===== src/rtl/npc_pkg.sv =====
package npc_pkg;
    localparam int DEF_PC_W    = 16;
    localparam int DEF_ENTRIES = 8;

    typedef enum logic {
        SRC_SEQ   = 1'b0,
        SRC_TABLE = 1'b1
    } pred_src_e;
endpackage


===== src/rtl/npc_field_split.sv =====
module npc_field_split #(
    parameter int PC_W  = 16,
    parameter int IDX_W = 3,
    localparam int TAG_W = PC_W - IDX_W
) (
    input  logic [PC_W-1:0]  pc,
    output logic [IDX_W-1:0] idx,
    output logic [TAG_W-1:0] tag
);
    assign idx = pc[IDX_W-1:0];
    assign tag = pc[PC_W-1:IDX_W];
endmodule


===== src/rtl/npc_table.sv =====
module npc_table #(
    parameter int ENTRIES = 8,
    parameter int TAG_W   = 13,
    parameter int PC_W    = 16,
    localparam int IDX_W  = $clog2(ENTRIES)
) (
    input  logic             clk,
    input  logic             rst,
    input  logic             wr_en,
    input  logic [IDX_W-1:0] wr_idx,
    input  logic [TAG_W-1:0] wr_tag,
    input  logic [PC_W-1:0]  wr_tgt,
    input  logic [IDX_W-1:0] rd_idx,
    input  logic [TAG_W-1:0] rd_tag,
    output logic             hit,
    output logic [PC_W-1:0]  rd_tgt
);
    logic [ENTRIES-1:0] valid_q;
    logic [TAG_W-1:0]   tag_q [ENTRIES];
    logic [PC_W-1:0]    tgt_q [ENTRIES];
    logic [ENTRIES-1:0] entry_hit;

    always_ff @(posedge clk) begin
        if (rst) begin
            valid_q <= '0;
        end else if (wr_en) begin
            valid_q[wr_idx] <= 1'b1;
            tag_q[wr_idx]   <= wr_tag;
            tgt_q[wr_idx]   <= wr_tgt;
        end
    end

    for (genvar g = 0; g < ENTRIES; g++) begin : g_match
        assign entry_hit[g] = valid_q[g] && (rd_idx == IDX_W'(g)) && (tag_q[g] == rd_tag);
    end

    always_comb begin
        rd_tgt = '0;
        for (int i = 0; i < ENTRIES; i++) begin
            if (entry_hit[i]) rd_tgt = rd_tgt | tgt_q[i];
        end
    end

    assign hit = |entry_hit;

    // reset leaves every entry invalid
    a_r1_clear_on_reset: assert property (@(posedge clk) disable iff (rst)
        $past(rst) |-> (valid_q == '0));

    // no strobe, no change to the valid set
    a_r9_idle_hold: assert property (@(posedge clk) disable iff (rst)
        !wr_en |=> $stable(valid_q));

    // a written entry becomes valid
    a_r2_write_sets_valid: assert property (@(posedge clk) disable iff (rst)
        wr_en |=> valid_q[$past(wr_idx)]);

    // at most one entry can match a lookup
    a_r3_single_match: assert property (@(posedge clk) disable iff (rst)
        $onehot0(entry_hit));
endmodule


===== src/rtl/npc_select.sv =====
module npc_select
    import npc_pkg::*;
#(
    parameter int PC_W = 16
) (
    input  logic            fixed_mode,
    input  logic            hit,
    input  logic [PC_W-1:0] pc,
    input  logic [PC_W-1:0] tgt,
    output logic [PC_W-1:0] pred
);
    pred_src_e src;

    always_comb begin
        src = (hit && !fixed_mode) ? SRC_TABLE : SRC_SEQ;
        unique case (src)
            SRC_TABLE: pred = tgt;
            default:   pred = pc + PC_W'(1);
        endcase
    end

    // sequential guess at the top address wraps to zero
    a_r8_wrap: assert final ((src != SRC_SEQ) || (pc != '1) || (pred == '0));
endmodule


===== src/rtl/npc_predictor.sv =====
module npc_predictor
    import npc_pkg::*;
#(
    parameter int PC_W    = DEF_PC_W,
    parameter int ENTRIES = DEF_ENTRIES,
    localparam int IDX_W  = $clog2(ENTRIES),
    localparam int TAG_W  = PC_W - IDX_W
) (
    input  logic            clk,
    input  logic            rst,
    input  logic            fixed_mode,
    input  logic [PC_W-1:0] look_pc,
    output logic [PC_W-1:0] pred_pc,
    input  logic            upd_en,
    input  logic [PC_W-1:0] upd_pc,
    input  logic [PC_W-1:0] upd_next
);
    logic [IDX_W-1:0] rd_idx, wr_idx;
    logic [TAG_W-1:0] rd_tag, wr_tag;
    logic             hit;
    logic [PC_W-1:0]  tbl_tgt;

    npc_field_split #(.PC_W(PC_W), .IDX_W(IDX_W)) u_split_rd (
        .pc(look_pc), .idx(rd_idx), .tag(rd_tag)
    );

    npc_field_split #(.PC_W(PC_W), .IDX_W(IDX_W)) u_split_wr (
        .pc(upd_pc), .idx(wr_idx), .tag(wr_tag)
    );

    npc_table #(.ENTRIES(ENTRIES), .TAG_W(TAG_W), .PC_W(PC_W)) u_table (
        .clk(clk), .rst(rst),
        .wr_en(upd_en), .wr_idx(wr_idx), .wr_tag(wr_tag), .wr_tgt(upd_next),
        .rd_idx(rd_idx), .rd_tag(rd_tag), .hit(hit), .rd_tgt(tbl_tgt)
    );

    npc_select #(.PC_W(PC_W)) u_select (
        .fixed_mode(fixed_mode), .hit(hit), .pc(look_pc), .tgt(tbl_tgt), .pred(pred_pc)
    );

    // the cycle after an update, looking up the same PC in table mode yields its target
    a_r2_learned_target: assert property (@(posedge clk) disable iff (rst)
        upd_en |=> (fixed_mode || (look_pc != $past(upd_pc)) || (pred_pc == $past(upd_next))));

    // fixed mode always gives the sequential address
    a_r7_fixed_seq: assert property (@(posedge clk) disable iff (rst)
        fixed_mode |-> (pred_pc == look_pc + PC_W'(1)));
endmodule


===== config.mk =====
export PLATFORM = sky130hd
export DESIGN_NAME = npc_predictor
export DESIGN_NICKNAME = d
export VERILOG_FILES = /design/src/rtl/npc_pkg.sv /design/src/rtl/npc_field_split.sv /design/src/rtl/npc_table.sv /design/src/rtl/npc_select.sv /design/src/rtl/npc_predictor.sv
export SDC_FILE = /design/constraint.sdc
export NUM_CORES = 1
export LEC_CHECK = 0
export BUFFER_PORTS_ARGS = -buffer_cell sky130_fd_sc_hd__buf_4
export CORE_MARGIN = 1
export CORE_UTILIZATION = 60
export DETAILED_ROUTE_END_ITERATION = 10
export GPL_ROUTABILITY_DRIVEN = 0
export HOLD_SLACK_MARGIN = 0.03
export PLACE_DENSITY = 0.79
export SLEW_MARGIN = 10
export SYNTH_ARGS = -nofsm -noshare
export SYNTH_HDL_FRONTEND = slang
export SYNTH_HIERARCHICAL = 1
export SYNTH_SLANG_ARGS = --single-unit

===== constraint.sdc =====
create_clock -name clk -period 9.9 [get_ports clk]
set_input_delay 1.98 -clock clk [delete_from_list [all_inputs] [get_ports clk]]
set_output_delay 1.98 -clock clk [all_outputs]
set_load 0.01 [all_outputs]

Yosys cells after proc, flatten, opt, wreduce, memory -nomap -nowiden. Memory sizes are Yosys's and may differ from the RTL's. Index checks and enable logic that the tools add are counted.

Add/subtract/negate cells: 1. $lt $le $gt $ge: 2. Equality and inequality tests: 15. Multiplexer cells: 15. Bitwise logic cells: 8. Reductions and logical operators: 21.

Operator list (number): 16-bit two-way mux (9); 16-bit bitwise OR (7); 13-bit equality test (8); 1-bit logical AND (18); 16-bit by 1-bit adder with 16-bit output, second input constant (1); 3-bit equality test, second input constant (4); 8-bit bitwise OR (1); 8-bit OR reduction (1); 3-bit by 2-bit equality test with 1-bit output, second input constant (2); 1-bit two-way mux (5); 3-bit by 4-bit < comparator with 1-bit output, second input constant (1); 1-bit demux with 3-bit select (1); 3-bit by 1-bit equality test with 1-bit output, second input constant (1); 3-bit by 1-bit >= comparator with 1-bit output, second input constant (1); 3-bit zero test (1); 1-bit zero test (1).

Register bits: 8. RAM bits: 232. Bits of input ports: 52. Logic and storage cells: 65. Memories: 2.

Memory list: u_table.tgt_q (depth 8, width 16, read ports 8, clocked after Yosys merged registers in 0, wr ports 1, RTL line npc_table.sv:20) `logic [PC_W-1:0] tgt_q [ENTRIES];`; u_table.tag_q (depth 8, width 13, read ports 8, clocked after Yosys merged registers in 0, wr ports 1, RTL line npc_table.sv:19) `logic [TAG_W-1:0] tag_q [ENTRIES];`.

Longest topological paths before layout. Gate-level depths: netlist of the first run.

Depth after elaboration: 19. Depth in mapped cells: 14. Gate-level depth less buffers: 9.

By module. The synthesis of the first run kept the hierarchy.

By module, submodules not included: npc_table (instances 1, cells each 594, area each 9798.1 um^2); npc_select (instances 1, cells each 77, area each 447.9 um^2); npc_field_split (instances 2, cells each 16, area each 120.1 um^2).

Worst setup path before layout of the first run. OpenSTA, ideal clock, no wires.

Path type: input to output. Start point: input port look_pc[5]. End point: output port pred_pc[1]. Data arrival time: 4.232 ns. Required time: 7.920 ns. Path slack: 3.688 ns. Stages: 13. Cells stage by stage: buf_4 > buf_6 > xnor2_1 > nand2_1 > or4_1 > buf_2 > buf_6 > nor2_1 > a21oi_1 > nand4_1 > nor2b_1 > clkbuf_1 > mux2_2.

RTL lines: start, declared (RTL line npc_predictor.sv:12) `input logic [PC_W-1:0] look_pc,`; 13-bit equality test (RTL line npc_table.sv:34) `assign entry_hit[g] = valid_q[g] && (rd_idx == IDX_W'(g)) && (tag_q[g] == rd_tag);`; 1-bit logical AND (RTL line npc_table.sv:34); 8-bit OR reduction (*) (RTL line npc_table.sv:44) `assign hit = |entry_hit;`; via hit (RTL line npc_predictor.sv:20) `logic hit;`; 1-bit logical AND (*) (RTL line npc_select.sv:15) `src = (hit && !fixed_mode) ? SRC_TABLE : SRC_SEQ;`; 1-bit two-way mux (*) (RTL line npc_select.sv:15); 16-bit two-way mux (*) (RTL line npc_select.sv:16) `unique case (src)`; end, declared (RTL line npc_predictor.sv:13) `output logic [PC_W-1:0] pred_pc,`.

Mark *: on every way through the listed nets, which the timed path passes. The rest lies on a longest branch.

Worst setup path in the final report of the first run.
Start point: input port look_pc[3]. End point: output port pred_pc[1].

Same word-level chain as after synthesis.

==> flow_summary.html, run 1 <==
<table>
<tr><th>Metric</th><th>Value</th></tr>
<tr><th colspan="2">Detailed routing</th></tr>
<tr><td>Vias per inst</td><td>6.76</td></tr>
<tr><td>Vias after detailed routing</td><td>6,620</td></tr>
<tr><td>DRT iter0 DRCs</td><td>908</td></tr>
<tr><td>Number of remaining DRC errors</td><td>0</td></tr>
<tr><td>Final antenna-violating net count</td><td>0</td></tr>
<tr><td>Iteration count of the initial detailed-routing pass</td><td>5</td></tr>
<tr><td>Detailed Route WL</td><td>26,800 um</td></tr>
<tr><td>Average detailed-routed wire length per instance</td><td>27.3 um</td></tr>
<tr><th colspan="2">Pwr</th></tr>
<tr><td>Pwr Total</td><td>2140 uW</td></tr>
<tr><td>Design internal power</td><td>1700 uW</td></tr>
<tr><td>Combinational Power Share</td><td>0.056</td></tr>
<tr><td>P_sw</td><td>444 uW</td></tr>
<tr><td>Sw Ratio</td><td>0.208</td></tr>
<tr><td>Power share of the clock group</td><td>0.410</td></tr>
<tr><td>Maximum ir drop on the vdd rail</td><td>0.120 mV</td></tr>
<tr><td>Power density of the placed cells</td><td>183 nW/um^2</td></tr>
<tr><td>Static leakage power</td><td>0.00371 uW</td></tr>
<tr><td>Share of power burned in registers</td><td>0.534</td></tr>
<tr><th colspan="2">Worst setup path</th></tr>
<tr><td>Type of origin of the critical path</td><td>input port</td></tr>
<tr><td>Max Fanout on Critical Path</td><td>31</td></tr>
<tr><td>Cells on worst reg2reg path</td><td>1</td></tr>
<tr><td>Worst flop-to-flop path startpoint</td><td>u_table/valid_q[6]$_SDFFE_PP0P_</td></tr>
<tr><td>Data arrival time of the critical path</td><td>5530 ps</td></tr>
<tr><td>Capturing element type of the critical path</td><td>primary output</td></tr>
<tr><td>Critical Path Start</td><td>look_pc[3]</td></tr>
<tr><td>Category of the most critical setup path</td><td>in2out</td></tr>
<tr><td>Worst R2R Setup Slack</td><td>9310 ps</td></tr>
<tr><td>Worst flop-to-flop path endpoint</td><td>u_table/valid_q[6]$_SDFFE_PP0P_</td></tr>
<tr><td>Required time of the critical path</td><td>7920 ps</td></tr>
<tr><th colspan="2">STA</th></tr>
<tr><td>Skew final</td><td>0 ps</td></tr>
<tr><td>Final number of setup-violating endpoints</td><td>0</td></tr>
<tr><td>Unrepaired setup endpoints after global routing</td><td>no</td></tr>
<tr><td>Slew margin rel.</td><td>0.108</td></tr>
<tr><td>Slew Viols, Final</td><td>0</td></tr>
<tr><td>Final Hold Violating Endpoints</td><td>0</td></tr>
<tr><td>Final critical path time including I/O delays and setup</td><td>7510 ps</td></tr>
<tr><td>Worst-case hold slack</td><td>458 ps</td></tr>
<tr><td>Final critical-path share of the clock period</td><td>0.758</td></tr>
<tr><td>Transition time of the tightest slew-check pin</td><td>1330 ps</td></tr>
<tr><td>Setup Total Neg Slack</td><td>0 ps</td></tr>
<tr><td>Max Fclk</td><td>133 MHz</td></tr>
<tr><th colspan="2">Synthesis</th></tr>
<tr><td>Register area share after synthesis</td><td>0.680</td></tr>
<tr><td>Library cell occupying the most area in the post-synthesis netlist</td><td>sky130_fd_sc_hd__edfxtp_1</td></tr>
<tr><td>Unique cell type count in the Yosys netlist</td><td>48</td></tr>
<tr><td>Dominant combinational cell family by area after synthesis</td><td>simple AND/OR/NAND/NOR gates</td></tr>
<tr><td>Post-synth EDFFs</td><td>232</td></tr>
<tr><td>Cell types with the largest area share after synthesis</td><td>sky130_fd_sc_hd__edfxtp_1 (66%), sky130_fd_sc_hd__xnor2_1 (6.6%), sky130_fd_sc_hd__nand3_1 (2.7%)</td></tr>
<tr><td>Post-synth ARST share</td><td>0</td></tr>
<tr><td>Share of synthesized cell area in and, or, nand and nor gates</td><td>0.100</td></tr>
<tr><td>Most common flop cell mapped by yosys</td><td>sky130_fd_sc_hd__edfxtp_1</td></tr>
<tr><td>Post-Synth Adder-Cell Area</td><td>0.00119</td></tr>
<tr><td>Syn Nets</td><td>756</td></tr>
<tr><td>Synthesized instance count</td><td>703</td></tr>
<tr><td>Compound-gate portion of the synthesized area</td><td>0.0766</td></tr>
<tr><td>Proportion of synthesized area in mux cells</td><td>0.00107</td></tr>
<tr><td>Count of synthesis-stage warnings from yosys</td><td>6</td></tr>
<tr><td>Synth top area share</td><td>0.664</td></tr>
<tr><td>Post-synthesis xor/xnor area fraction</td><td>0.0861</td></tr>
<tr><td>Netlist Area Pre-Place</td><td>10,500 um^2</td></tr>
<tr><td>Average cell area after synthesis</td><td>14.9 um^2</td></tr>
<tr><td>Number of storage elements in the synthesis netlist</td><td>240</td></tr>
<tr><th colspan="2">Floorplanning</th></tr>
<tr><td>Area enclosed by the die boundary</td><td>18,000 um^2</td></tr>
<tr><td>Core footprint</td><td>16,800 um^2</td></tr>
<tr><td>Die boundary height</td><td>134 um</td></tr>
<tr><td>I/O pins</td><td>68</td></tr>
<tr><td>DIE WIDTH</td><td>134 um</td></tr>
<tr><td>Row count</td><td>47</td></tr>
<tr><td>Initial core utilization</td><td>0.623</td></tr>
<tr><th colspan="2">Clock tree</th></tr>
<tr><td>Root buffer selected by CTS</td><td>sky130_fd_sc_hd__clkbuf_16</td></tr>
<tr><td>PostCTS Resize Cnt</td><td>0</td></tr>
<tr><td>Clock-pin slew on the worst setup and hold paths</td><td>60 ps</td></tr>
<tr><td>Clock buffers created by TritonCTS</td><td>24</td></tr>
<tr><td>Insertion delay to the later sink of the worst-skew pair</td><td>500 ps</td></tr>
<tr><td>Post-CTS setup buffer count</td><td>0</td></tr>
<tr><td>Clock tree from TritonCTS</td><td>built</td></tr>
<tr><td>Total number of clock tree sinks</td><td>240</td></tr>
<tr><td>Maximum buffer depth of the clock tree</td><td>3</td></tr>
<tr><td>Maximum level of the CTS H-tree</td><td>1</td></tr>
<tr><td>Count of hold buffers inserted by post-cts repair</td><td>0</td></tr>
<tr><th colspan="2">GRT</th></tr>
<tr><td>Maximum number of pins on one net before global-route repair</td><td>32</td></tr>
<tr><td>Overall overflow remaining after global route</td><td>0</td></tr>
<tr><td>Antenna violations before repair</td><td>0</td></tr>
<tr><td>Wire length of the first global-routing pass</td><td>40,000 um</td></tr>
<tr><td>Number of global-route vias before repair</td><td>6,633</td></tr>
<tr><td>Total track usage</td><td>0.305</td></tr>
<tr><th colspan="2">Worst hold path</th></tr>
<tr><td>Type of the worst min-delay path</td><td>reg2reg</td></tr>
<tr><td>Hold_sp</td><td>u_table/valid_q[4]$_SDFFE_PP0P_</td></tr>
<tr><td>Hold endpoint</td><td>u_table/valid_q[4]$_SDFFE_PP0P_</td></tr>
<tr><td>Worst hold path stage count</td><td>1</td></tr>
<tr><th colspan="2">Placed design</th></tr>
<tr><td>Input/output buffers</td><td>67</td></tr>
<tr><td>Placed wire-length estimate</td><td>16,400 um</td></tr>
<tr><th colspan="2">Layout</th></tr>
<tr><td>Most common library cell in the layout ignoring fill and taps</td><td>sky130_fd_sc_hd__edfxtp_1</td></tr>
<tr><td>Proportion of layout cells with a drive suffix above 1</td><td>0.189</td></tr>
<tr><td>Most frequent cells in the layout</td><td>sky130_fd_sc_hd__edfxtp_1 (232), sky130_fd_sc_hd__buf_4 (80), sky130_fd_sc_hd__xnor2_1 (79)</td></tr>
<tr><td># diodes</td><td>0</td></tr>
<tr><td>Growth of design area from synthesis to finish</td><td>11.3%</td></tr>
<tr><td>Final-stage net count</td><td>797</td></tr>
<tr><td>Core Util, Final</td><td>0.694</td></tr>
<tr><th colspan="2">Status</th></tr>
<tr><td>Run status</td><td>finished clean</td></tr>
<tr><th colspan="2">Run</th></tr>
<tr><td>Max-cap viol count</td><td>0</td></tr>
</table>
## area by class of cell
type                    count  area (um^2)
clock buffers              29          651
clock inverters            13          113
fillers                  1095         5150
inverters                  15         56.3
multi-input cells         383         2850
flip-flops and latches    240         7130
well taps                 220          275
repair buffers             80          601
## metal layers
| layer | share of wire | track usage | vias to the layer above |
|---|---|---|---|
| met4 | 0.046 | 0.149 | 0 |
| met2 | 0.46 | 0.479 | 538 |
| met3 | 0.12 | 0.0567 | 95 |
| li1 | - | - | 2773 |
| met1 | 0.37 | 0.415 | 3214 |
| met5 | 0 | 0 | - |
## flip-flops by register name (all words and copies together), names as in the netlist
register and flops:
u_table/tag_q 104, u_table/tgt_q 128, u_table/valid_q 8
## through the flow
| step | std cells | worst slack [ps] | area [um^2] |
|---|---|---|---|
| floorplan | 703 | 3690 | 10500 |
| global placement | 938 | 2610 | 10900 |
| detailed placement | 938 | 2480 | 10900 |
| CTS | 980 | 2500 | 11700 |
| global route | 980 | 2290 | 11700 |
| finish | 980 | 2390 | 11700 |
## worst max-delay path, cell delays in order
cell	delay, ps
sky130_fd_sc_hd__buf_4	190
sky130_fd_sc_hd__xnor2_1	310
sky130_fd_sc_hd__nand4_1	190
sky130_fd_sc_hd__nor4_4	1140
sky130_fd_sc_hd__a21oi_1	80
sky130_fd_sc_hd__nand4_1	150
sky130_fd_sc_hd__nor2b_2	900
sky130_fd_sc_hd__mux2_2	430
sky130_fd_sc_hd__buf_4	150
## power groups by stage
stage          registers (uW)  logic, uW  clock network, uW
2_1_floorplan            1160       72.7                  0
3_3_place_gp             1160        114                  0
3_5_place_dp             1160        118                  0
4_1_cts                  1140        119                884
5_1_grt                  1140        126                920
6_report                 1140        120                877
## cell usage after synthesis, types with 16 or more instances
master	count
sky130_fd_sc_hd__a32o_1	16
sky130_fd_sc_hd__a32oi_1	16
sky130_fd_sc_hd__nand3_1	56
sky130_fd_sc_hd__o21ai_0	17
sky130_fd_sc_hd__edfxtp_1	232
sky130_fd_sc_hd__nand4_1	37
sky130_fd_sc_hd__nor2_1	31
sky130_fd_sc_hd__nand2_1	26
sky130_fd_sc_hd__buf_4	37
sky130_fd_sc_hd__xor2_1	21
sky130_fd_sc_hd__a311oi_1	16
sky130_fd_sc_hd__xnor2_1	79
## how the worst max path moves through the flow
| stage | endpoint | depth (start not counted) |
|---|---|---|
| floorplan | pred_pc[1] | 13 |
| global route | pred_pc[5] | 9 |
| finish | pred_pc[1] | 9 |
| CTS | pred_pc[1] | 9 |
| global placement | pred_pc[1] | 9 |
| detailed placement | pred_pc[1] | 9 |
## logic make-up after synthesis
logic type      Yosys count
xor+xnor                101
flops                   240
buf+inv                  80
mux                       1
compound gates           95
fa+ha+maj                 1
simple gates            185
No activity file was read; power rests on OpenSTA's default activity.
==> run 2: changes to the inputs <==
clock period = 7.21 ns   (was 9.9 ns; I/O delays follow)
==> run 2 against run 1 <==
Net effect: clock-buffer cell count down 3; largest cell class unchanged; cell area up 0.77%; sequential share of layout area down 0.47 points; wire length down 2.7%; total power up 40%; clock skew unchanged; final cell count up 0.71%; combinational power up 35%; sequential power up 38%; highest routed layer unchanged; core utilization up 0.54 points; critical path depth up 4.
==> flow_summary.html, run 2 (same netlist as run 1, synthesis figures left out) <==
<table>
<tr><th>Metric</th><th>Value</th></tr>
<tr><th colspan="2">Worst setup path</th></tr>
<tr><td>Highest-delay cell along the critical path</td><td>sky130_fd_sc_hd__or4_1</td></tr>
<tr><td>Type of origin of the critical path</td><td>input port</td></tr>
<tr><td>Worst flop-to-flop path startpoint</td><td>u_table/valid_q[3]$_SDFFE_PP0P_</td></tr>
<tr><td>CP peak stage delay</td><td>470 ps (-670 ps)</td></tr>
<tr><td>Combined buffer and inverter count along the critical path</td><td>4 (+2)</td></tr>
<tr><td>Category of the most critical setup path</td><td>in2out</td></tr>
<tr><td>Cell class contributing the biggest share of worst-path delay</td><td>simple AND/OR/NAND/NOR gates</td></tr>
<tr><td>Critical Path Start</td><td>look_pc[8]</td></tr>
<tr><td>Worst R2R Setup Slack</td><td>6610 ps (-2700 ps)</td></tr>
<tr><td>Most frequent cell on the critical path</td><td>sky130_fd_sc_hd__buf_4</td></tr>
<tr><td>Required time of the critical path</td><td>5770 ps (-2150 ps)</td></tr>
<tr><td>Data arrival time of the critical path</td><td>4170 ps (-1360 ps)</td></tr>
<tr><td>Capturing element type of the critical path</td><td>primary output</td></tr>
<tr><td>Max Fanout on Critical Path</td><td>21 (-32%)</td></tr>
<tr><td>Crit-path cells</td><td>buf_4 &gt; xnor2_1 &gt; nand4_1 &gt; or4_1 &gt; buf_4 &gt; nor2_1 &gt; a21oi_1 &gt; nand4_1 &gt; nor2b_2 &gt; buf_4 &gt; nand2b_1 &gt; o31a_1 &gt; buf_4</td></tr>
<tr><th colspan="2">Layout</th></tr>
<tr><td>Final-stage net count</td><td>802 (+0.63%)</td></tr>
<tr><td># diodes</td><td>0 (unchanged)</td></tr>
<tr><td>Top reg by flops</td><td>u_table/tgt_q</td></tr>
<tr><td>Flip-flop count of the largest register after layout</td><td>128 (unchanged)</td></tr>
<tr><td>Proportion of layout cells with a drive suffix above 1</td><td>0.202 (+0.0126)</td></tr>
<tr><td>Largest registers in the final layout</td><td>u_table/tgt_q x128, u_table/tag_q x104, u_table/valid_q x8</td></tr>
<tr><td>Most common library cell in the layout ignoring fill and taps</td><td>sky130_fd_sc_hd__edfxtp_1</td></tr>
<tr><td>Final Instance Area</td><td>11,800 um^2 (+0.77%)</td></tr>
<tr><td>Final std cells w/o fill</td><td>987 (+0.71%)</td></tr>
<tr><td>Core Util, Final</td><td>0.699 (+0.00536)</td></tr>
<tr><td>FILL cells</td><td>1,082 (-1.2%)</td></tr>
<tr><td>Growth of design area from synthesis to finish</td><td>12.2%</td></tr>
<tr><td>Most frequent cells in the layout</td><td>sky130_fd_sc_hd__edfxtp_1 (232), sky130_fd_sc_hd__buf_4 (85), sky130_fd_sc_hd__xnor2_1 (79)</td></tr>
<tr><th colspan="2">Clock tree</th></tr>
<tr><td>Post-CTS setup buffer count</td><td>0 (unchanged)</td></tr>
<tr><td>PostCTS Resize Cnt</td><td>0 (unchanged)</td></tr>
<tr><td>Maximum buffer depth of the clock tree</td><td>3 (unchanged)</td></tr>
<tr><td>Insertion delay to the later sink of the worst-skew pair</td><td>510 ps (about the same)</td></tr>
<tr><td>Clock buffers created by TritonCTS</td><td>24 (unchanged)</td></tr>
<tr><td>Total number of clock tree sinks</td><td>240 (unchanged)</td></tr>
<tr><td>Clock-pin slew on the worst setup and hold paths</td><td>70 ps (about the same)</td></tr>
<tr><td>Count of hold buffers inserted by post-cts repair</td><td>0 (unchanged)</td></tr>
<tr><td>Clock tree from TritonCTS</td><td>built</td></tr>
<tr><td>Root buffer selected by CTS</td><td>sky130_fd_sc_hd__clkbuf_16</td></tr>
<tr><td>Maximum level of the CTS H-tree</td><td>1 (unchanged)</td></tr>
<tr><th colspan="2">STA</th></tr>
<tr><td>Max Fclk</td><td>178 MHz</td></tr>
<tr><td>Skew final</td><td>0 ps (unchanged)</td></tr>
<tr><td>Final number of setup-violating endpoints</td><td>0 (unchanged)</td></tr>
<tr><td>Setup Total Neg Slack</td><td>0 ps (unchanged)</td></tr>
<tr><td>Unrepaired setup endpoints after global routing</td><td>no</td></tr>
<tr><td>Final critical path time including I/O delays and setup</td><td>5620 ps</td></tr>
<tr><td>Transition time of the tightest slew-check pin</td><td>1140 ps (-191 ps)</td></tr>
<tr><td>Slew margin rel.</td><td>0.240 (+0.132)</td></tr>
<tr><td>Slew Viols, Final</td><td>0 (unchanged)</td></tr>
<tr><td>Final critical-path share of the clock period</td><td>0.779</td></tr>
<tr><td>Final Hold Violating Endpoints</td><td>0 (unchanged)</td></tr>
<tr><th colspan="2">Detailed routing</th></tr>
<tr><td>Vias after detailed routing</td><td>6,622 (+0.030%)</td></tr>
<tr><td>Total length of routed met3 wires</td><td>2660 um (-19%)</td></tr>
<tr><td>Number of remaining DRC errors</td><td>0 (unchanged)</td></tr>
<tr><td>Iteration count of the initial detailed-routing pass</td><td>5 (unchanged)</td></tr>
<tr><td>Detailed Route WL</td><td>26,000 um (-2.7%)</td></tr>
<tr><td>Vias per inst</td><td>6.71 (-0.68%)</td></tr>
<tr><td>Wire length on met1</td><td>9620 um (-3.3%)</td></tr>
<tr><td>Final antenna-violating net count</td><td>0 (unchanged)</td></tr>
<tr><td>Met2 wirelength from detailed routing</td><td>12,900 um (+4.6%)</td></tr>
<tr><td>Average detailed-routed wire length per instance</td><td>26.4 um (-3.4%)</td></tr>
<tr><td>DRT iter0 DRCs</td><td>769 (-15%)</td></tr>
<tr><td>Uppermost layer routed</td><td>met4</td></tr>
<tr><th colspan="2">Floorplanning</th></tr>
<tr><td>Area enclosed by the die boundary</td><td>18,000 um^2 (unchanged)</td></tr>
<tr><td>I/O pins</td><td>68 (unchanged)</td></tr>
<tr><td>Die boundary height</td><td>134 um (unchanged)</td></tr>
<tr><td>Initial core utilization</td><td>0.623 (unchanged)</td></tr>
<tr><td>Row count</td><td>47 (unchanged)</td></tr>
<tr><td>DIE WIDTH</td><td>134 um (unchanged)</td></tr>
<tr><td>Core footprint</td><td>16,800 um^2 (unchanged)</td></tr>
<tr><th colspan="2">Pwr</th></tr>
<tr><td>Maximum ir drop on the vdd rail</td><td>0.205 mV (+71%)</td></tr>
<tr><td>Static leakage power</td><td>0.00375 uW (+1.0%)</td></tr>
<tr><td>Power share of the clock group</td><td>0.421 (+0.011)</td></tr>
<tr><td>Power density of the placed cells</td><td>254 nW/um^2 (+39%)</td></tr>
<tr><td>Sw Ratio</td><td>0.211 (+0.00313)</td></tr>
<tr><td>Design internal power</td><td>2360 uW (+39%)</td></tr>
<tr><td>P_sw</td><td>630 uW (+42%)</td></tr>
<tr><td>Combinational Power Share</td><td>0.054 (-0.002)</td></tr>
<tr><td>Share of power burned in registers</td><td>0.524 (-0.010)</td></tr>
<tr><th colspan="2">GRT</th></tr>
<tr><td>Number of global-route vias before repair</td><td>6,744 (+1.7%)</td></tr>
<tr><td>Overall overflow remaining after global route</td><td>0 (unchanged)</td></tr>
<tr><td>Wire length of the first global-routing pass</td><td>39,100 um (-2.2%)</td></tr>
<tr><td>Antenna violations before repair</td><td>1 (+1)</td></tr>
<tr><td>Maximum number of pins on one net before global-route repair</td><td>31 (-3.1%)</td></tr>
<tr><td>Total track usage</td><td>0.296 (-0.00950)</td></tr>
<tr><th colspan="2">Status</th></tr>
<tr><td>Run status</td><td>finished clean</td></tr>
<tr><th colspan="2">Worst hold path</th></tr>
<tr><td>Type of the worst min-delay path</td><td>reg2reg</td></tr>
<tr><td>Hold_sp</td><td>u_table/valid_q[4]$_SDFFE_PP0P_</td></tr>
<tr><th colspan="2">Placed design</th></tr>
<tr><td>Placement Cell Area</td><td>10,900 um^2 (+0.34%)</td></tr>
<tr><td>Placed wire-length estimate</td><td>16,100 um (-1.7%)</td></tr>
<tr><td>Placed cell count</td><td>943 (+0.53%)</td></tr>
<tr><td>Input/output buffers</td><td>67 (unchanged)</td></tr>
<tr><th colspan="2">Run</th></tr>
<tr><td>Max-cap viol count</td><td>0 (unchanged)</td></tr>
</table>
run 2: cell types whose count changed in the layout (fill, tap and decap cells not counted):
cell,before,now
sky130_fd_sc_hd__bufinv_16,2,3
sky130_fd_sc_hd__clkinv_8,0,1
sky130_fd_sc_hd__clkbuf_1,3,1
sky130_fd_sc_hd__clkinv_1,5,3
sky130_fd_sc_hd__clkinvlp_4,1,5
sky130_fd_sc_hd__buf_4,80,85
sky130_fd_sc_hd__clkbuf_8,1,0
sky130_fd_sc_hd__clkinv_2,6,7
run 2: path summary, 6_finish.rpt:
| check | cells past startpoint | end |
|---|---|---|
| worst min-delay path | 1 | u_table/valid_q[4]$_SDFFE_PP0P_ |
| worst min register to register | 1 | u_table/valid_q[4]$_SDFFE_PP0P_ |
| worst max register to register | 1 | u_table/valid_q[3]$_SDFFE_PP0P_ |
| worst max-delay path | 13 | pred_pc[15] |
run 2: stage by stage:
stage / hold WS [ps] / total power, uW / worst slack [ps]
floorplan: 426 / 1700 / 2070
global placement: 435 / 1750 / 1800
detailed placement: 441 / 1760 / 1710
CTS: 459 / 3000 / 1640
global route: 484 / 3060 / 1440
finish: 457 / 2990 / 1590
run 2: metal layers:
layer | up-vias | global-route usage
met5 | - | 0
li1 | 2780 | -
met4 | 0 | 0.126
met3 | 80 | 0.0382
met1 | 3243 | 0.394
met2 | 519 | 0.494
run 2: layout make-up:
cell class | count | area [um^2] | area share
flip-flops and latches | 240 | 7130 | 0.606
multi-input cells | 383 | 2850 | 0.242
repair buffers | 85 | 638 | 0.0543
clock buffers | 26 | 629 | 0.0535
well taps | 220 | 275 | 0.0234
clock inverters | 18 | 186 | 0.0159
inverters | 15 | 56.3 | 0.00479
run 2: power groups by stage:
stage / sequential [uW] / combinational [uW] / clock, uW
after floorplan: 1600 / 99.8 / 0
after global placement: 1600 / 156 / 0
after detailed placement: 1600 / 160 / 0
after CTS: 1570 / 161 / 1270
after global routing: 1570 / 172 / 1320
final: 1570 / 162 / 1260
==> run 3: changes to the inputs <==
CORE_UTILIZATION = 55   (was 60)
PLACE_DENSITY = 0.76   (was 0.79)
clock period = 4.61 ns   (was 7.21 ns; I/O delays follow)
==> run 3 against run 2 <==
Net effect: via count shrank 2.4%; clock power grew 34%; combinational power grew 56%; wire length grew 0.65%; critical path depth shrank 2; non-clock buffer count grew 2; setup slack lost 1100 ps; highest routed layer unchanged.
==> flow_summary.html, run 3 (same netlist as run 1, synthesis figures left out) <==
<table>
<tr><th>Metric</th><th>Value</th></tr>
<tr><th colspan="2">STA</th></tr>
<tr><td>Final Hold Violating Endpoints</td><td>0 (unchanged)</td></tr>
<tr><td>Slew Viols, Final</td><td>0 (unchanged)</td></tr>
<tr><td>Setup Total Neg Slack</td><td>0 ps (unchanged)</td></tr>
<tr><td>Slew margin rel.</td><td>0.185 (-0.0553)</td></tr>
<tr><td>Max Fclk</td><td>245 MHz</td></tr>
<tr><td>Transition time of the tightest slew-check pin</td><td>1220 ps (+82.7 ps)</td></tr>
<tr><td>Final critical path time including I/O delays and setup</td><td>4080 ps</td></tr>
<tr><td>Unrepaired setup endpoints after global routing</td><td>no</td></tr>
<tr><td>Skew final</td><td>0 ps (unchanged)</td></tr>
<tr><td>Post-route worst setup slack</td><td>532 ps (-1060 ps)</td></tr>
<tr><td>Final critical-path share of the clock period</td><td>0.885</td></tr>
<tr><td>Final number of setup-violating endpoints</td><td>0 (unchanged)</td></tr>
<tr><th colspan="2">Detailed routing</th></tr>
<tr><td>Final antenna-violating net count</td><td>0 (unchanged)</td></tr>
<tr><td>Average detailed-routed wire length per instance</td><td>26.3 um (-0.46%)</td></tr>
<tr><td>Vias after detailed routing</td><td>6,465 (-2.4%)</td></tr>
<tr><td>Iteration count of the initial detailed-routing pass</td><td>8 (+3)</td></tr>
<tr><td>DRT iter0 DRCs</td><td>776 (+0.91%)</td></tr>
<tr><td>Met2 wirelength from detailed routing</td><td>12,200 um (-5.0%)</td></tr>
<tr><td>Number of remaining DRC errors</td><td>0 (unchanged)</td></tr>
<tr><td>Total length of routed met3 wires</td><td>2950 um (+11%)</td></tr>
<tr><td>Vias per inst</td><td>6.48 (-3.4%)</td></tr>
<tr><td>Wire length on met1</td><td>10,100 um (+4.8%)</td></tr>
<tr><td>Uppermost layer routed</td><td>met4</td></tr>
<tr><td>Detailed Route WL</td><td>26,200 um (+0.65%)</td></tr>
<tr><th colspan="2">Worst setup path</th></tr>
<tr><td>Crit. path cell count</td><td>11 (-2)</td></tr>
<tr><td>Worst flop-to-flop path endpoint</td><td>u_table/valid_q[5]$_SDFFE_PP0P_</td></tr>
<tr><td>Most frequent cell on the critical path</td><td>sky130_fd_sc_hd__buf_4</td></tr>
<tr><td>Critical path capture point</td><td>pred_pc[1]</td></tr>
<tr><td>Type of origin of the critical path</td><td>input port</td></tr>
<tr><td>Worst R2R Setup Slack</td><td>4020 ps (-2590 ps)</td></tr>
<tr><td>Capturing element type of the critical path</td><td>primary output</td></tr>
<tr><td>Combined buffer and inverter count along the critical path</td><td>3 (-1)</td></tr>
<tr><td>Crit-path cells</td><td>buf_4 &gt; xnor2_1 &gt; nand2_1 &gt; or4_1 &gt; nor2_1 &gt; a21oi_1 &gt; nand4_1 &gt; nor2b_2 &gt; buf_4 &gt; mux2_2 &gt; buf_4</td></tr>
<tr><td>Critical Path Start</td><td>look_pc[5]</td></tr>
<tr><td>Cells on worst reg2reg path</td><td>1 (unchanged)</td></tr>
<tr><td>Highest-delay cell along the critical path</td><td>sky130_fd_sc_hd__or4_1</td></tr>
<tr><td>Max Fanout on Critical Path</td><td>31 (+48%)</td></tr>
<tr><td>Category of the most critical setup path</td><td>in2out</td></tr>
<tr><td>Data arrival time of the critical path</td><td>3160 ps (-1010 ps)</td></tr>
<tr><td>Required time of the critical path</td><td>3690 ps (-2080 ps)</td></tr>
<tr><td>Cell class contributing the biggest share of worst-path delay</td><td>simple AND/OR/NAND/NOR gates</td></tr>
<tr><td>Worst flop-to-flop path startpoint</td><td>u_table/valid_q[5]$_SDFFE_PP0P_</td></tr>
<tr><td>CP peak stage delay</td><td>520 ps (+50 ps)</td></tr>
<tr><th colspan="2">Placed design</th></tr>
<tr><td>Placed cell count</td><td>959 (+1.7%)</td></tr>
<tr><td>Input/output buffers</td><td>67 (unchanged)</td></tr>
<tr><td>Placed wire-length estimate</td><td>16,200 um (+0.70%)</td></tr>
<tr><td>Worst slack, placed</td><td>575 ps (-1140 ps)</td></tr>
<tr><th colspan="2">Worst hold path</th></tr>
<tr><td>Worst hold path stage count</td><td>1 (unchanged)</td></tr>
<tr><td>Type of the worst min-delay path</td><td>reg2reg</td></tr>
<tr><th colspan="2">Pwr</th></tr>
<tr><td>Design internal power</td><td>3500 uW (+48%)</td></tr>
<tr><td>Power share of the clock group</td><td>0.385 (-0.036)</td></tr>
<tr><td>Combinational Power Share</td><td>0.058 (+0.004)</td></tr>
<tr><td>Static leakage power</td><td>0.00369 uW (-1.5%)</td></tr>
<tr><td>Pwr Total</td><td>4400 uW (+47%)</td></tr>
<tr><td>Share of power burned in registers</td><td>0.558 (+0.034)</td></tr>
<tr><td>Maximum ir drop on the vdd rail</td><td>0.267 mV (+30%)</td></tr>
<tr><td>Sw Ratio</td><td>0.205 (-0.00531)</td></tr>
<tr><td>P_sw</td><td>904 uW (+43%)</td></tr>
<tr><td>Power density of the placed cells</td><td>378 nW/um^2 (+49%)</td></tr>
<tr><th colspan="2">Clock tree</th></tr>
<tr><td>Count of hold buffers inserted by post-cts repair</td><td>0 (unchanged)</td></tr>
<tr><td>Maximum buffer depth of the clock tree</td><td>3 (unchanged)</td></tr>
<tr><td>PostCTS Resize Cnt</td><td>0 (unchanged)</td></tr>
<tr><td>Post-CTS setup buffer count</td><td>0 (unchanged)</td></tr>
<tr><td>Clock buffers created by TritonCTS</td><td>23 (-4.2%)</td></tr>
<tr><td>Maximum level of the CTS H-tree</td><td>1 (unchanged)</td></tr>
<tr><td>Root buffer selected by CTS</td><td>sky130_fd_sc_hd__clkbuf_16</td></tr>
<tr><td>Clock tree from TritonCTS</td><td>built</td></tr>
<tr><td>Total number of clock tree sinks</td><td>240 (unchanged)</td></tr>
<tr><td>Insertion delay to the later sink of the worst-skew pair</td><td>490 ps (-20 ps)</td></tr>
<tr><td>Clock-pin slew on the worst setup and hold paths</td><td>60 ps (about the same)</td></tr>
<tr><th colspan="2">Floorplanning</th></tr>
<tr><td>I/O pins</td><td>68 (unchanged)</td></tr>
<tr><td>Row count</td><td>50 (+6.4%)</td></tr>
<tr><td>DIE WIDTH</td><td>140 um (+4.4%)</td></tr>
<tr><td>Initial core utilization</td><td>0.561 (-0.0629)</td></tr>
<tr><td>Area enclosed by the die boundary</td><td>19,600 um^2 (+9.0%)</td></tr>
<tr><td>Die boundary height</td><td>140 um (+4.4%)</td></tr>
<tr><td>Core footprint</td><td>18,700 um^2 (+11%)</td></tr>
<tr><th colspan="2">Layout</th></tr>
<tr><td># diodes</td><td>0 (unchanged)</td></tr>
<tr><td>Footprint of the multi-input gates</td><td>2850 um^2 (unchanged)</td></tr>
<tr><td>Largest registers in the final layout</td><td>u_table/tgt_q x128, u_table/tag_q x104, u_table/valid_q x8</td></tr>
<tr><td>Final-stage net count</td><td>803 (+0.12%)</td></tr>
<tr><td>Flip-flop count of the largest register after layout</td><td>128 (unchanged)</td></tr>
<tr><td>Most frequent cells in the layout</td><td>sky130_fd_sc_hd__edfxtp_1 (232), sky130_fd_sc_hd__buf_4 (87), sky130_fd_sc_hd__xnor2_1 (79)</td></tr>
<tr><td>Sequential cell area</td><td>7130 um^2 (unchanged)</td></tr>
<tr><td>Most common library cell in the layout ignoring fill and taps</td><td>sky130_fd_sc_hd__edfxtp_1</td></tr>
<tr><td>FILL cells</td><td>1,336 (+23%)</td></tr>
<tr><td>Final std cells w/o fill</td><td>998 (+1.1%)</td></tr>
<tr><td>Top reg by flops</td><td>u_table/tgt_q</td></tr>
<tr><td>Growth of design area from synthesis to finish</td><td>11.0%</td></tr>
<tr><td>Proportion of layout cells with a drive suffix above 1</td><td>0.186 (-0.0162)</td></tr>
<tr><th colspan="2">GRT</th></tr>
<tr><td>Maximum number of pins on one net before global-route repair</td><td>32 (+3.2%)</td></tr>
<tr><td>Total track usage</td><td>0.274 (-0.0220)</td></tr>
<tr><td>Wire length of the first global-routing pass</td><td>39,100 um (+0.19%)</td></tr>
<tr><td>Overall overflow remaining after global route</td><td>0 (unchanged)</td></tr>
<tr><td>Antenna violations before repair</td><td>0 (-1)</td></tr>
<tr><td>Number of global-route vias before repair</td><td>6,404 (-5.0%)</td></tr>
<tr><th colspan="2">Run</th></tr>
<tr><td>Max-cap viol count</td><td>0 (unchanged)</td></tr>
<tr><th colspan="2">Status</th></tr>
<tr><td>Run status</td><td>finished clean</td></tr>
</table>
==> run 3: cell types whose count changed in the layout (fill, tap and decap cells not counted) <==
cell / delta
sky130_fd_sc_hd__clkinv_2: -5
sky130_fd_sc_hd__clkbuf_16: -2
sky130_fd_sc_hd__buf_4: +2
sky130_fd_sc_hd__clkbuf_1: +5
sky130_fd_sc_hd__bufinv_16: -2
sky130_fd_sc_hd__clkinvlp_4: -5
sky130_fd_sc_hd__clkinv_1: +5
sky130_fd_sc_hd__clkinv_8: -1
==> run 3: metrics by stage <==
step	hold slack [ps]	cell area (um^2)	util
after floorplan	426	10500	-
after global routing	470	11600	0.622
after global placement	437	11000	0.587
after detailed placement	441	11000	0.587
after CTS	458	11600	0.622
final	463	11600	0.622
==> run 3: layer usage <==
layer,track usage,vias up
li1,-,2783
met1,0.368,3158
met2,0.443,458
met3,0.0516,66
met4,0.110,0
met5,0,-
==> run 3: how the worst min path moves through the flow <==
stage,from,to,slack [ps]
2_1_floorplan,u_table/valid_q[1]$_SDFFE_PP0P_,u_table/valid_q[1]$_SDFFE_PP0P_,430
3_3_place_gp,u_table/valid_q[7]$_SDFFE_PP0P_,u_table/valid_q[7]$_SDFFE_PP0P_,440
3_5_place_dp,u_table/valid_q[1]$_SDFFE_PP0P_,u_table/valid_q[1]$_SDFFE_PP0P_,440
4_1_cts,u_table/valid_q[1]$_SDFFE_PP0P_,u_table/valid_q[1]$_SDFFE_PP0P_,460
5_1_grt,u_table/valid_q[1]$_SDFFE_PP0P_,u_table/valid_q[1]$_SDFFE_PP0P_,470
6_report,u_table/valid_q[0]$_SDFFE_PP0P_,u_table/valid_q[0]$_SDFFE_PP0P_,460
==> run 3: area by class of cell <==
cell class                 instances  area share
inverter                          15     0.00484
multi-input combinational        383       0.245
timing repair buffer              87      0.0561
clock inverter                    10     0.00570
sequential                       240       0.612
tap                              234      0.0251
clock buffer                      29      0.0514
==> run 3: power by group through the flow <==
stage / combinational, uW / sequential, uW / clock (uW)
after floorplan: 156 / 2500 / 0
after global placement: 243 / 2500 / 0
after detailed placement: 249 / 2500 / 0
after CTS: 251 / 2450 / 1710
after global routing: 268 / 2460 / 1800
final: 253 / 2450 / 1690
